$ cat src/rtl/serial_cfg_loader.sv
module serial_cfg_loader #(
  parameter int PRI_W = 20,
  parameter int ENH_W = 8
) (
  input  logic             clk,
  input  logic             rst_n,
  input  logic             sclk,
  input  logic             sdata,
  input  logic             load_n,
  input  logic             hop,
  input  logic             enh_wr,
  input  logic             direct,
  input  logic             enh_mode_n,
  input  logic [PRI_W-1:0] par_word,
  output logic [PRI_W-1:0] cfg_word,
  output logic [ENH_W-1:0] enh_word,
  output logic             dout
);

  logic [2:0] sck_q, ld_q, hop_q;
  logic [1:0] dat_q, ew_q;
  logic [PRI_W-1:0] pri_sr, hold_q;
  logic [ENH_W-1:0] enh_sr;

  always_ff @(posedge clk or negedge rst_n) begin
    if (!rst_n) begin
      sck_q <= '0;
      ld_q  <= '0;
      hop_q <= '0;
      dat_q <= '0;
      ew_q  <= '0;
    end else begin
      sck_q <= {sck_q[1:0], sclk};
      ld_q  <= {ld_q[1:0], load_n};
      hop_q <= {hop_q[1:0], hop};
      dat_q <= {dat_q[0], sdata};
      ew_q  <= {ew_q[0], enh_wr};
    end
  end

  wire sck_rise  = sck_q[1] & ~sck_q[2];
  wire shift_en  = sck_rise & ~ld_q[1];
  wire shift_pri = shift_en & ~ew_q[1];
  wire shift_enh = shift_en & ew_q[1];
  wire xfer      = (ld_q[1] & ~ld_q[2]) | (hop_q[1] & ~hop_q[2]);

  always_ff @(posedge clk or negedge rst_n) begin
    if (!rst_n) begin
      pri_sr <= '0;
      enh_sr <= '0;
      hold_q <= '0;
    end else begin
      if (shift_pri) pri_sr <= {pri_sr[PRI_W-2:0], dat_q[1]};
      if (shift_enh) enh_sr <= {enh_sr[ENH_W-2:0], dat_q[1]};
      if (xfer)      hold_q <= pri_sr;
    end
  end

  assign cfg_word = direct ? par_word : hold_q;
  assign enh_word = enh_mode_n ? '0 : enh_sr;
  assign dout     = ~enh_mode_n & enh_sr[ENH_W-1];

  p_shift_msb_first_r1: assert property (@(posedge clk) disable iff (!rst_n)
    shift_pri |=> pri_sr == {$past(pri_sr[PRI_W-2:0]), $past(dat_q[1])});
  p_idle_when_high_r2: assert property (@(posedge clk) disable iff (!rst_n)
    ld_q[1] |=> $stable(pri_sr) && $stable(enh_sr));
  p_enh_leaves_pri_r3: assert property (@(posedge clk) disable iff (!rst_n)
    ew_q[1] |=> $stable(pri_sr));
  p_hold_stable_r4: assert property (@(posedge clk) disable iff (!rst_n)
    !xfer |=> $stable(hold_q));
  p_hold_copies_r5: assert property (@(posedge clk) disable iff (!rst_n)
    xfer |=> hold_q == $past(pri_sr));
  p_dout_quiet_r8: assert property (@(posedge clk) disable iff (!rst_n)
    (enh_mode_n && $stable(enh_mode_n)) |-> !dout);

endmodule

$ cat config.mk
export PLATFORM = sky130hd
export DESIGN_NAME = serial_cfg_loader
export DESIGN_NICKNAME = d
export VERILOG_FILES = /design/src/rtl/serial_cfg_loader.sv
export SDC_FILE = /design/constraint.sdc
export NUM_CORES = 1
export LEC_CHECK = 0
export BUFFER_PORTS_ARGS = -buffer_cell sky130_fd_sc_hd__buf_4
export CORE_ASPECT_RATIO = 1.2
export CORE_MARGIN = 5
export CORE_UTILIZATION = 57
export CTS_CLUSTER_SIZE = 20
export DETAILED_ROUTE_END_ITERATION = 12
export PLACE_DENSITY = 0.84
export SYNTH_ARGS = -nofsm -noshare
export SYNTH_HDL_FRONTEND = slang
export SYNTH_SLANG_ARGS = --single-unit
$ cat constraint.sdc
create_clock -name clk -period 3.3 [get_ports clk]
set_clock_uncertainty 0.1 [all_clocks]
set_input_delay 0.66 -clock clk [delete_from_list [all_inputs] [get_ports clk]]
set_output_delay 0.66 -clock clk [all_outputs]
set_load 0.005 [all_outputs]
==> impl_results.md <==
- Register area share after synthesis: 60.0%
- Clock Sinks: 61
- First-pass iteration count of the detailed router: 4
- Worst relative slew slack: 51.0%
- Crit end category: output pin
- Setup bufs post-CTS: 0
- Final setup violating endpoints: 0
- Die W: 71.0 um
- CP startpoint: direct
- Worst r2r src: ld_q[1]$_DFF_PN0_
- Total gr overflow: 0
- Cells after Synth: 150
- Final Max Slew Viols: 0
- Share of layout cells above drive strength 1: 66.8%
- RePlAce Congestion: 0.717
- Dpl hpwl: 3050 um
- Drt drc: 0
- R2R setup slack: 1290 ps
- PostCTS Resize Cnt: 0
- DR iter-0 viols: 73
- Worst vdd ir: 0.381 mV
- Non-Filler Instances: 273
- Yosys warning count: 0
- Post-CTS Hold Buffers: 0
- CP max FO: 20
- CTS Buffer Depth: 2
- CTS tree: done
- Cells along the critical path: buf_4, mux2_2, buf_4
- Syn Nets: 179
- FF-to-FF path depth: 3
- Outcome: completed
- # diodes: 0
- Final hold vios: 0
- Routed WL per cell: 17.0 um
- Antenna violations before repair: 0
- Area leader, netlist: dfrtp_1
- Fmax: 455 MHz
- Core area: 4290 um2
- CP max-delay cell: mux2_2
- Tot GR Track Use: 17.3%
- Vias: 1417
- H-tree levels: 3
- Final setup margin: 1100 ps
- Synthesis-to-finish area growth: 25.5%
- Synth top area cells: dfrtp_1, mux2_2, mux2_4, nor2b_1, buf_6
- Leak: 1.63 nW
- Most frequent CP cell: buf_4
- Total routed wirelength: 4630 um
- Final worst path period share: 66.6%
- Fin util: 74.4%
- Row count: 26
- RSZ-0062 raised after global routing: no
- Netlist cell types: 14
- Avg Inst Size Synth: 17.0 um2
- Min cycle time layout: 2200 ps
- TritonCTS Buffers: 9
- Initial Utilization: 59.2%
- Reg2reg end: pri_sr[14]$_DFFE_PN0P_
- Port Buffer Count: 57
- CP Data Arrival Time: 1440 ps
- Die area: 5900 um2
- Pwr/cell area: 561 nW/um2
- Fin Setup TNS: 0 ps
- Crit path capture: cfg_word[1]
- First-pass GRT wire length: 7880 um
- Crit-path max cell delay: 380 ps
- Slew @ Worst Pin: 735 ps
- Overall Power: 1.79 mW
- Register bit total from synthesis: 61
- Max Cap Viol: 0
- Kind of critical path: input pin to output pin
- Routed vias/inst: 5.19
- Placed insts: 258
- Synth top area share: 60.0%
- IO Pins: 58
- Clk Latency, worst-skew pair: 330 ps
- ANT nets after route: 0
- Hold Path Class: flop to flop
- Worst-path clk slew: 60 ps
- Commonest cells after routing, fill and taps aside: dfrtp_1, buf_4, mux2_2
- Most common cell after layout, fill and taps aside: dfrtp_1
- Vias in the first global route: 1648
- Worst Hold Depth: 0
- Die Y: 83.2 um
- # nets final: 242
- Worst EP required: 2540 ps
- Setup WS pre-CTS: 1100 ps
- Largest net degree at the start of global routing: 62
- Critical path launch point type: input pin
- Root Driver: clkbuf_8
- Cell Area, Synth: 2540 um2
[cell type report]
type / instances / area [um2]
multi-input cells: 80 / 947
flip-flops and latches: 61 / 1530
fillers: 284 / 1100
clock buffers: 11 / 151
well taps: 56 / 70.1
inverters: 2 / 7.51
repair buffers: 59 / 443
clock inverters: 4 / 47.5
[worst min-delay path by stage]
stage / startpoint / to / slack (ps)
4_1_cts: dat_q[0]$_DFF_PN0_ / dat_q[1]$_DFF_PN0_ / 250
2_1_floorplan: dat_q[0]$_DFF_PN0_ / dat_q[1]$_DFF_PN0_ / 230
6_report: dat_q[0]$_DFF_PN0_ / dat_q[1]$_DFF_PN0_ / 250
3_3_place_gp: ld_q[0]$_DFF_PN0_ / ld_q[1]$_DFF_PN0_ / 230
3_5_place_dp: dat_q[0]$_DFF_PN0_ / dat_q[1]$_DFF_PN0_ / 230
5_1_grt: ew_q[0]$_DFF_PN0_ / ew_q[1]$_DFF_PN0_ / 260
[where the power goes]
group	leakage (nW)	total (mW)	switching, mW	internal (mW)
sequential	0.803	0.881	0.0553	0.826
clock	0.101	0.652	0.269	0.383
combinational	0.726	0.258	0.0876	0.170
[layer usage]
metal,GRT usage [%],vias to the layer above,wire [um]
met5,0,-,0
met4,9.23,0,76
met3,4.59,12,275
met2,29.9,40,2540
met1,19.0,718,1740
li1,-,647,-
[logic make-up (layout without fill, tap and decap cells)]
family	count (synthesis)	after routing	synth area share, %
DFF	61	61	60.0
muxes	68	68	33.1
buffers and inverters	9	76	2.75
and+or+nand+nor	11	11	3.69
AOI/OAI and AO/OA	1	1	0.492
[synth_stat cells]
library cell	instances
nor2b_1	8
inv_2	1
buf_2	2
nor3_4	1
buf_6	4
o22ai_2	1
mux2_4	20
inv_1	1
dfrtp_1	61
mux2_1	1
nand2_1	1
buf_4	1
mux2_2	47
nor4b_4	1
[flip-flops by register name, indices dropped and copies added, names as in the netlist]
signal / cells
hop_q: 3
ew_q: 2
sck_q: 3
hold_q: 20
enh_sr: 8
ld_q: 3
dat_q: 2
pri_sr: 20
[critical path: cells and delay by family]
| family | cells | cell delay, ps |
|---|---|---|
| buffers and inverters | 2 | 390 |
| multiplexers | 1 | 380 |
[through the flow]
stage	hold slack, ps	instance area, um2
after floorplan	231	2540
after global placement	234	2990
after detailed placement	235	2990
after CTS	249	3190
after global routing	255	3190
final	248	3190
Note: power is estimated with default switching activity, not from simulation.
